<file path="src/rtl/ffac_pkg.sv">
package ffac_pkg;
  // Source indices in priority order: lower index wins.
  localparam int unsigned FFAC_NSRC = 3;
  typedef enum int unsigned {
    SRC_ECC = 0,
    SRC_SBC = 1,
    SRC_SM  = 2
  } ffac_src_e;
endpackage

</file>
<file path="src/rtl/ffac_qualify.sv">
module ffac_qualify
  import ffac_pkg::*;
(
  input  logic                 ecc_evt_i,
  input  logic                 sbc_evt_i,
  input  logic                 sm_done_i,
  input  logic                 sm_pass_i,
  input  logic                 ecc_flag_i,
  input  logic                 sbc_flag_i,
  input  logic                 ecc_test_en_i,
  input  logic                 host_wr_i,
  output logic [FFAC_NSRC-1:0] req_o,
  output logic                 sw_load_o
);
  logic locked;
  logic hw_allowed;

  always_comb begin
    locked     = ecc_flag_i | sbc_flag_i;
    hw_allowed = ~ecc_test_en_i;
    req_o            = '0;
    // An uncorrectable event may replace a single-bit capture.
    req_o[SRC_ECC]   = hw_allowed & ecc_evt_i & ~ecc_flag_i;
    req_o[SRC_SBC]   = hw_allowed & sbc_evt_i & ~locked;
    req_o[SRC_SM]    = hw_allowed & sm_done_i & ~sm_pass_i & ~locked;
    // The pass indication plays no part in write permission.
    sw_load_o        = host_wr_i & ~locked;
  end
endmodule

</file>
<file path="src/rtl/ffac_prio_sel.sv">
module ffac_prio_sel #(
  parameter int unsigned NSRC = 3,
  parameter int unsigned W    = 19
) (
  input  logic [NSRC-1:0]        req_i,
  input  logic [NSRC-1:0][W-1:0] payload_i,
  output logic                   hit_o,
  output logic [W-1:0]           sel_o
);
  always_comb begin
    hit_o = 1'b0;
    sel_o = '0;
    // Walk from lowest priority upward so index 0 is applied last.
    for (int i = int'(NSRC) - 1; i >= 0; i--) begin
      if (req_i[i]) begin
        hit_o = 1'b1;
        sel_o = payload_i[i];
      end
    end
  end
endmodule

</file>
<file path="src/rtl/ffac_capture_reg.sv">
module ffac_capture_reg #(
  parameter int unsigned FIELD_W = 18
) (
  input  logic               clk_i,
  input  logic               rst_ni,
  input  logic               hw_load_i,
  input  logic [FIELD_W-1:0] hw_addr_i,
  input  logic               hw_shadow_i,
  input  logic               sw_load_i,
  input  logic [FIELD_W-1:0] sw_addr_i,
  output logic [FIELD_W-1:0] addr_o,
  output logic               shadow_o
);
  always_ff @(posedge clk_i or negedge rst_ni) begin
    if (!rst_ni) begin
      addr_o   <= '0;
      shadow_o <= 1'b0;
    end else if (hw_load_i) begin
      addr_o   <= hw_addr_i;
      shadow_o <= hw_shadow_i;
    end else if (sw_load_i) begin
      addr_o   <= sw_addr_i;
    end
  end
endmodule

</file>
<file path="src/rtl/flash_fail_addr_capture.sv">
module flash_fail_addr_capture
  import ffac_pkg::*;
#(
  parameter int unsigned ADDR_HI    = 20,
  parameter int unsigned ADDR_LO    = 3,
  parameter int unsigned DATA_W     = 32,
  parameter int unsigned SHADOW_BIT = 31,
  localparam int unsigned EVT_AW    = ADDR_HI + 1,
  localparam int unsigned FIELD_W   = ADDR_HI - ADDR_LO + 1
) (
  input  logic               clk_i,
  input  logic               rst_ni,
  input  logic               ecc_evt_i,
  input  logic [EVT_AW-1:0]  ecc_addr_i,
  input  logic               ecc_shadow_i,
  input  logic               sbc_evt_i,
  input  logic [EVT_AW-1:0]  sbc_addr_i,
  input  logic               sbc_shadow_i,
  input  logic               sm_done_i,
  input  logic               sm_pass_i,
  input  logic [EVT_AW-1:0]  sm_addr_i,
  input  logic               sm_shadow_i,
  input  logic               ecc_flag_i,
  input  logic               sbc_flag_i,
  input  logic               ecc_test_en_i,
  input  logic               host_wr_i,
  input  logic [DATA_W-1:0]  host_wdata_i,
  output logic [DATA_W-1:0]  host_rdata_o,
  output logic [FIELD_W-1:0] cap_addr_o,
  output logic               cap_shadow_o
);
  localparam int unsigned PAY_W = FIELD_W + 1;

  logic [FFAC_NSRC-1:0]            req;
  logic [FFAC_NSRC-1:0][PAY_W-1:0] payload;
  logic                            hw_hit;
  logic [PAY_W-1:0]                hw_pay;
  logic                            sw_load;

  // Byte-offset bits and unused write bits are dropped on purpose.
  logic unused_low;
  assign unused_low = ^{ecc_addr_i[ADDR_LO-1:0], sbc_addr_i[ADDR_LO-1:0],
                        sm_addr_i[ADDR_LO-1:0], host_wdata_i[ADDR_LO-1:0],
                        host_wdata_i[DATA_W-1:ADDR_HI+1]};

  always_comb begin
    payload          = '0;
    payload[SRC_ECC] = {ecc_shadow_i, ecc_addr_i[ADDR_HI:ADDR_LO]};
    payload[SRC_SBC] = {sbc_shadow_i, sbc_addr_i[ADDR_HI:ADDR_LO]};
    payload[SRC_SM]  = {sm_shadow_i,  sm_addr_i[ADDR_HI:ADDR_LO]};
  end

  ffac_qualify u_qual (
    .ecc_evt_i     (ecc_evt_i),
    .sbc_evt_i     (sbc_evt_i),
    .sm_done_i     (sm_done_i),
    .sm_pass_i     (sm_pass_i),
    .ecc_flag_i    (ecc_flag_i),
    .sbc_flag_i    (sbc_flag_i),
    .ecc_test_en_i (ecc_test_en_i),
    .host_wr_i     (host_wr_i),
    .req_o         (req),
    .sw_load_o     (sw_load)
  );

  ffac_prio_sel #(.NSRC(FFAC_NSRC), .W(PAY_W)) u_sel (
    .req_i     (req),
    .payload_i (payload),
    .hit_o     (hw_hit),
    .sel_o     (hw_pay)
  );

  ffac_capture_reg #(.FIELD_W(FIELD_W)) u_reg (
    .clk_i       (clk_i),
    .rst_ni      (rst_ni),
    .hw_load_i   (hw_hit),
    .hw_addr_i   (hw_pay[FIELD_W-1:0]),
    .hw_shadow_i (hw_pay[FIELD_W]),
    .sw_load_i   (sw_load),
    .sw_addr_i   (host_wdata_i[ADDR_HI:ADDR_LO]),
    .addr_o      (cap_addr_o),
    .shadow_o    (cap_shadow_o)
  );

  always_comb begin
    host_rdata_o                    = '0;
    host_rdata_o[ADDR_HI:ADDR_LO]   = cap_addr_o;
    host_rdata_o[SHADOW_BIT]        = cap_shadow_o;
  end
endmodule

</file>
<file path="config.mk">
export PLATFORM = sky130hd
export DESIGN_NAME = flash_fail_addr_capture
export DESIGN_NICKNAME = d
export VERILOG_FILES = /design/src/rtl/ffac_pkg.sv /design/src/rtl/ffac_qualify.sv /design/src/rtl/ffac_prio_sel.sv /design/src/rtl/ffac_capture_reg.sv /design/src/rtl/flash_fail_addr_capture.sv
export SDC_FILE = /design/constraint.sdc
export NUM_CORES = 1
export LEC_CHECK = 0
export BUFFER_PORTS_ARGS = -buffer_cell sky130_fd_sc_hd__buf_4
export CAP_MARGIN = 10
export CORE_AREA = 2 2 70 72
export DETAILED_ROUTE_END_ITERATION = 12
export DIE_AREA = 0 0 72 74
export GPL_TIMING_DRIVEN = 0
export PLACE_DENSITY = 0.91
export SKIP_CTS_REPAIR_TIMING = 1
export SLEW_MARGIN = 20
export SYNTH_ARGS = -nofsm -noshare
export SYNTH_HDL_FRONTEND = slang
export SYNTH_HIERARCHICAL = 1
export SYNTH_SLANG_ARGS = --single-unit
</file>
<file path="constraint.sdc">
create_clock -name clk_i -period 1.5 [get_ports clk_i]
set_input_delay 0.15 -clock clk_i [delete_from_list [all_inputs] [get_ports clk_i]]
set_output_delay 0.15 -clock clk_i [all_outputs]
set_load 0.02 [all_outputs]
</file>
After elaboration in Yosys (flattened, before gate mapping)
Index checks and enable logic that the tools add are counted.
Operators by class
  $add $sub $neg: 0
  multiply operators: 0
  divide/modulo/power cells: 0
  magnitude comparators: 0
  equal/unequal tests: 0
  shift operators: 0
  multiplexer cells: 8
  bitwise logic cells: 13
  reductions and logical operators: 1
Operator list (number)
  19-bit 2-to-1 mux: 3
  18-bit 2-to-1 mux: 2
  1-bit bitwise AND: 8
  1-bit inverter: 4
  1-bit 2-to-1 mux: 3
  2-bit nonzero test: 1
  1-bit OR: 1
Storage, ports and cells
  flip-flop bits (word level): 19
  bits in latches: 0
  memory bits (writable): 0
  memory bits (read-only): 0
  bits of input ports: 108
  output and inout port bits: 51
  logic and storage cells: 24
  memories: 0

Depth between registers and ports, before layout
Gate-level depths: netlist of the first run.
  word-level depth: 8
  gate-level depth with buffers: 8
  mapped depth without buffers: 6

By module
The synthesis of the first run kept the hierarchy.
Modules (own cells, without submodules)
  ffac_capture_reg: instances 1, cells an instance 80, area each 879.6 um^2, sequential area each 475.5 um^2
  ffac_prio_sel: instances 1, cells an instance 87, area each 674.4 um^2, sequential area each 0.0 um^2
  flash_fail_addr_capture: instances 1, cells an instance 33, area each 244.0 um^2, sequential area each 0.0 um^2
  ffac_qualify: instances 1, cells an instance 5, area each 48.8 um^2, sequential area each 0.0 um^2

Worst setup path before layout of the first run
OpenSTA, ideal clock, no wires.
  kind: input to register
  start: in ecc_test_en_i
  end: reg u_reg.shadow_o
  setup time: 0.125 ns
  data arrival time: 1.228 ns
  required time: 1.375 ns
  slack: 0.148 ns
  cell stages on the path: 5
  path buffers: 2
  cells stage by stage: nor4b_2 buf_6 or3_1 buf_2 mux2_2
On the way
  word-level cells in the longest chain between the ends: 7
  elaborated cells on any way between the ends: 14
  those cells by class: mux: 6; bitwise: 8
RTL lines
  start: declaration: RTL line flash_fail_addr_capture.sv:25  | input logic ecc_test_en_i,
  1-bit inverter (*): RTL line ffac_qualify.sv:20  | hw_allowed = ~ecc_test_en_i;
  1-bit bitwise AND (3 in a row): RTL line ffac_qualify.sv:25  | req_o[SRC_SM] = hw_allowed & sm_done_i & ~sm_pass_i & ~locked;
  1-bit 2-to-1 mux (2 in a row): RTL line ffac_prio_sel.sv:15  | if (req_i[i]) begin
  1-bit 2-to-1 mux (*): RTL line ffac_prio_sel.sv:15
  via hw_hit: RTL line flash_fail_addr_capture.sv:36  | logic hw_hit;
  end signal: assignment: RTL line ffac_capture_reg.sv:20  | shadow_o <= hw_shadow_i;
  end: declaration: RTL line ffac_capture_reg.sv:12  | output logic shadow_o
Mark *: on every way through the listed nets, which the timed path passes. The rest lies on a longest branch.
A chain may end at the register's enable or synchronous reset.

Worst setup path in the final report of the first run
  start: in ecc_test_en_i
  end: reg u_reg.addr_o[12]
On the way
  elaborated cells on any way between the ends: 16
  those cells by class: mux: 7; bitwise: 8; reduce/logical: 1
RTL lines
  1-bit inverter (*): RTL line ffac_qualify.sv:20
  1-bit bitwise AND (*) (2 in a row): RTL line ffac_qualify.sv:24  | req_o[SRC_SBC] = hw_allowed & sbc_evt_i & ~locked;
  via req[1]: RTL line flash_fail_addr_capture.sv:34  | logic [FFAC_NSRC-1:0] req;
  1-bit 2-to-1 mux (*) (2 in a row): RTL line ffac_prio_sel.sv:15
  via hw_hit: RTL line flash_fail_addr_capture.sv:36
  18-bit 2-to-1 mux or 2-bit nonzero test (tied branches)
  end signal: assignment: RTL line ffac_capture_reg.sv:19  | addr_o <= hw_addr_i;
  end signal: assignment: RTL line ffac_capture_reg.sv:22  | addr_o <= sw_addr_i;
  end: declaration: RTL line ffac_capture_reg.sv:11  | output logic [FIELD_W-1:0] addr_o,
Marks and branches as above.

==> results of run 1 <==
## power groups by stage
| stage | Sequential [mW] | Clock (mW) | Combinational, mW |
|---|---|---|---|
| 6_report | 0.670 | 0.337 | 1.14 |
| 5_1_grt | 0.681 | 0.363 | 1.21 |
| 4_1_cts | 0.670 | 0.338 | 1.13 |
| 3_5_place_dp | 0.678 | 0 | 1.13 |
| 3_3_place_gp | 0.670 | 0 | 1.10 |
| 2_1_floorplan | 0.772 | 0 | 0.512 |
## stage by stage
stage / util, % / TNS (ps)
2_1_floorplan: - / 0
3_3_place_gp: 62.53 / -1963
3_5_place_dp: 62.53 / -2520
4_1_cts: 63.51 / 0
5_1_grt: 64.22 / 0
6_report: 64.22 / 0
## kinds of logic (layout without fill, tap and decap cells)
family	count (synthesis)	count (layout)	synth area share (%)
muxes	19	19	10.37
buffers and inverters	48	175	21.41
other	1	13	0.2031
and+or+nand+nor	62	62	20.80
DFF	19	19	25.75
AOI/OAI and AO/OA	56	56	21.48
## synthesized netlist by cell type
cell type	instances
buf_4	34
a21oi_2	30
dfrtp_1	19
nand3b_1	19
nor2b_1	19
mux2i_1	18
nand2_1	18
o21ai_1	9
a21oi_1	8
o21ai_0	8
buf_2	7
buf_6	4
buf_12	3
nor3b_1	2
conb_1	1
mux2_2	1
nand2b_1	1
nor4_2	1
nor4b_2	1
o21ai_2	1
or3_1	1
## final cells by class
type	count	area, um2	share of cell area [%]
multi-input combinational	150	1044	35.34
clock buffer	4	45.04	1.525
timing repair buffer	123	925.9	31.36
tap	54	67.56	2.288
sequential	19	475.5	16.10
buffer	48	395.4	13.39
## state kept, by name, summed over array words and instances, names as in the netlist
signal          cells
u_reg/addr_o       18
u_reg/shadow_o      1
## worst paths after layout
| check | startpoint | to | slack [ps] | depth (start not counted) |
|---|---|---|---|---|
| max | ecc_test_en_i | u_reg/addr_o[12] | 150 | 8 |
| min | host_wdata_i[12] | u_reg/addr_o[9] | 190 | 3 |
| max reg2reg | u_reg/addr_o[13] | u_reg/addr_o[13] | 700 | 2 |
| min reg2reg | u_reg/shadow_o | u_reg/shadow_o | 580 | 1 |
| max in group asynchronous | rst_ni | u_reg/shadow_o | 1000 | 2 |
| min in group asynchronous | rst_ni | u_reg/addr_o[8] | 300 | 2 |
## layer usage
layer / up-vias / share of wire, % / global-route usage [%]
met5: - / 0 / 0
li1: 938 / - / -
met3: 14 / 6.0 / 3.117
met2: 93 / 53 / 38.07
met1: 879 / 38 / 25.08
met4: 0 / 2.5 / 7.966
## worst max-delay path, stage by stage
cell     delay (ps)
buf_4           140
nor4b_4         330
buf_6           180
or3_1           100
buf_2           180
buf_2           230
nand2_1         110
o21ai_1         100
==> impl_metrics.yaml, run 1 <==
timing:
  setup_ws_ps: 146.4
  min_period_ps: 1354
  setup_viol: 0
  holdWs_ps: 189.5
  finalHoldViolations: 0
  max_freq_ghz: 0.7388
  slew_viol_final: 0
  rsz0062_at_grt: "false"
  fin_skew_ps: 0
  period_share_pct: 90.24
synth:
  yosysUniqueCellTypes: 21
  syn_area_per_cell_um2: 9.009
  synth_area_mm2: 0.001847
  synth-seq-area-share_pct: 25.75
  ys_warn_count: 6
  synth_top_area_cell: "dfrtp_1"
  synth_area_leaders: "dfrtp_1 (26%), a21oi_2 (14%), buf_4 (14%)"
  synth.top_cell.area_share_pct: 25.75
  postSynthCellCount: 205
  yosys_register_bits: 19
clocking:
  cts.htree.levels: 1
  cts_sinks: 19
  numCtsBuffers: 3
  cts_tree: "done"
  clk_path_buf_depth: 2
  clk_pin_slew_ps: 60
  clkLatencyLatePin_ps: 250
  root_buffer: "clkbuf_8"
placement:
  place_ws_ps: -164.9
  port_buffers: 122
  dpl.hpwl_mm: 4.612
  place_congestion: 0.8019
  placedCellCount: 393
  place_area_mm2: 0.002875
drt:
  num_vias: 1924
  drt-initial-drc-count: 143
  drt-vias-per-instance: 4.834
  wire_per_inst_um: 14.10
  first_pass_iters: 4
  wl_mm: 5.612
  postRouteAntennaNets: 0
  drc: 0
worst_setup_path:
  worstSetupPathType: "primary input to flop"
  critPathMaxFanout: 10
  cp.arrival_ps: 1520
  worstPathRequired_ps: 1670
  critPathCaptureType: "flop"
  start_kind: "primary input"
power_and_ir_drop:
  p_leak_nw: 1.418
  ir_drop_mv: 0.2663
  pwr-share-seq_pct: 31.2
  p_int_mw: 1.385
  p_clk_share_pct: 15.7
  combPwrFrac_pct: 53.1
  p_per_area_mw_per_mm2: 726.2
  power.total_mw: 2.144
  p_sw_share_pct: 35.43
  power.switching_uw: 759.8
die:
  die_w_um: 72
  dieArea_mm2: 0.005328
  io_pins: 159
  core_area_mm2: 0.004598
  start_util_pct: 40.16
  row_count: 25
  die_y_um: 74
final_layout:
  n_antenna_cell: 0
  finalInstanceArea_mm2: 0.002953
  mostFrequentLayoutCell: "buf_4"
  fillCellCount: 393
  nets: 453
  drive_gt1_share_pct: 60.47
  layout_common_cells: "buf_4 (156), a21oi_2 (30), dfrtp_1 (19), nand3b_1 (19), nor2b_1 (19)"
  fin_cells: 398
  area_growth_pct: 59.89
grt:
  grt_antenna_before_repair: 0
  grt_pass1_wl_mm: 8.811
  grt-ovfl-total: 0
  grt_start_max_net_pins: 20
  track_usage_pct: 20.93
  grt_pass1_vias: 1897
hold_path:
  hold_path.class: "primary input to flop"
flow_run:
  drv_cap: 0
outcome:
  outcome: "finished clean"
No activity file was read; power rests on OpenSTA's default activity.
==> run 2: changes to the inputs <==
BUFFER_PORTS_ARGS = -buffer_cell sky130_fd_sc_hd__buf_2   (was -buffer_cell sky130_fd_sc_hd__buf_4)
MAX_ROUTING_LAYER = met4   (was unset)
==> run 2 against run 1 <==
Net effect:
- total power is 7.7% lower
- worst hold slack worse by 16 ps
- largest cell class is now multi-input gates
- register-to-register slack hardly changed
- flip-flop and latch count stayed put
- critical endpoint is now u_reg/addr_o[3]
- fmax is 0.28% lower
- critical path type unchanged
==> impl_metrics.yaml, run 2 (synthesis gave the netlist of run 1 again) <==
grt:
  grt_start_max_net_pins: 20
  grt_pass1_vias: 1715
  grt_antenna_before_repair: 0
  track_usage_pct: 19.65
  grt_pass1_wl_mm: 7.900
  grt-ovfl-total: 0
power_and_ir_drop:
  p_per_area_mw_per_mm2: 746.9
  ir_drop_mv: 0.2952
  power.total_mw: 1.978
  p_leak_nw: 1.335
clocking:
  clkLatencyLatePin_ps: 250
  cts_sinks: 19
  cts_tree: "done"
  clk_path_buf_depth: 2
  cts.htree.levels: 1
  root_buffer: "clkbuf_8"
  clk_pin_slew_ps: 70
  numCtsBuffers: 3
worst_setup_path:
  start_kind: "primary input"
  worstPathRequired_ps: 1620
  cp.arrival_ps: 1480
  worst_r2r_startpoint: "u_reg/addr_o[3]"
  startpoint: "ecc_test_en_i"
  worstSetupPathType: "primary input to flop"
  reg2reg_slack_ps: 700
  ff2ff_path_depth: 2
  critPathCaptureType: "flop"
  r2r_end: "u_reg/addr_o[3]"
  critPathMaxFanout: 10
hold_path:
  hold_path.class: "primary input to flop"
  hold_path_end: "u_reg/addr_o[12]"
  min_path_cells: 3
  min_from: "host_wdata_i[15]"
final_layout:
  n_antenna_cell: 0
  layout_common_cells: "buf_2 (129), buf_4 (34), a21oi_2 (30)"
  fillCellCount: 444
  nets: 453
  multi_input_area_mm2: 0.001044
  drive_gt1_share_pct: 60.76
  seq_area_um2: 475.5
  largestRegisters: "u_reg/addr_o: 18 flops, u_reg/shadow_o: 1 flops"
  regMostFlops: "u_reg/addr_o"
  area_growth_pct: 43.43
  mostFrequentLayoutCell: "buf_2"
  largest_reg_flops: 18
placement:
  place_congestion: 0.7478
  dpl.hpwl_mm: 4.366
  port_buffers: 122
timing:
  finalHoldViolations: 0
  min_period_ps: 1357
  period_share_pct: 90.49
  tns_ps: 0
  rsz0062_at_grt: "false"
  fin_skew_ps: 0
  max_freq_ghz: 0.7367
  setup_viol: 0
  slew_viol_final: 0
drt:
  first_pass_iters: 5
  wire_per_inst_um: 13.27
  num_vias: 1866
  drc: 0
  postRouteAntennaNets: 0
  drt-initial-drc-count: 81
  wl_mm: 5.280
  drt-vias-per-instance: 4.688
die:
  io_pins: 159
  die_y_um: 74
  core_area_mm2: 0.004598
  die_w_um: 72
  dieArea_mm2: 0.005328
  row_count: 25
  start_util_pct: 40.16
flow_run:
  drv_cap: 0
outcome:
  outcome: "finished clean"
==> run 2: cell count changes in the layout (fill, tap and decap cells not counted), sizes merged <==
cell / before / now
clkbuf: 4 / 3
clkinv: 0 / 1
==> run 2: how the worst max path moves through the flow <==
stage / endpoint / depth (start not counted)
after floorplan: u_reg/shadow_o / 5
after global routing: u_reg/addr_o[16] / 8
after global placement: u_reg/addr_o[4] / 7
final: u_reg/addr_o[3] / 7
after CTS: u_reg/addr_o[3] / 7
after detailed placement: u_reg/addr_o[3] / 7
==> run 2: per-layer routing <==
layer  global-route usage [%]  vias up  wire length, um
li1                         -      935                -
met1                    23.24      833             2131
met2                    34.67       94             2773
met3                    2.033        4              311
met4                    7.338        0               63
met5                        -        -                0
==> run 2: cell type report <==
cell class | count | share of cell area, %
repair buffers | 123 | 23.43
plain buffers | 48 | 14.93
multi-input cells | 150 | 39.40
clock inverters | 1 | 0.1889
clock buffers | 3 | 1.559
flip-flops and latches | 19 | 17.95
well taps | 54 | 2.551
==> run 2: per-stage QoR <==
stage                     setup slack [ps]  instances  util [%]  cell area, um2  hold slack, ps
after CTS                            69.19        397     56.90            2616          -172.2
after detailed placement            -206.6        393     55.89            2570           105.3
final                                142.6        398     57.61            2649           173.7
after global routing                 26.41        398     57.61            2649           198.7
after floorplan                      147.8        217         -            1892          -145.6
after global placement              -145.6        393     55.89            2570           88.41
==> run 2: worst max-delay path, cell delays in order <==
cell,delay [ps]
buf_2,140
nor4b_4,340
buf_6,180
or3_1,100
buf_2,180
buf_2,250
o21ai_0,130
==> run 2: report_power, final <==
part	leakage [nW]	internal [mW]	switching [mW]
Combinational	1.06	0.443	0.524
Clock	0.0255	0.184	0.164
Sequential	0.246	0.598	0.0644
Total	1.34	1.23	0.753
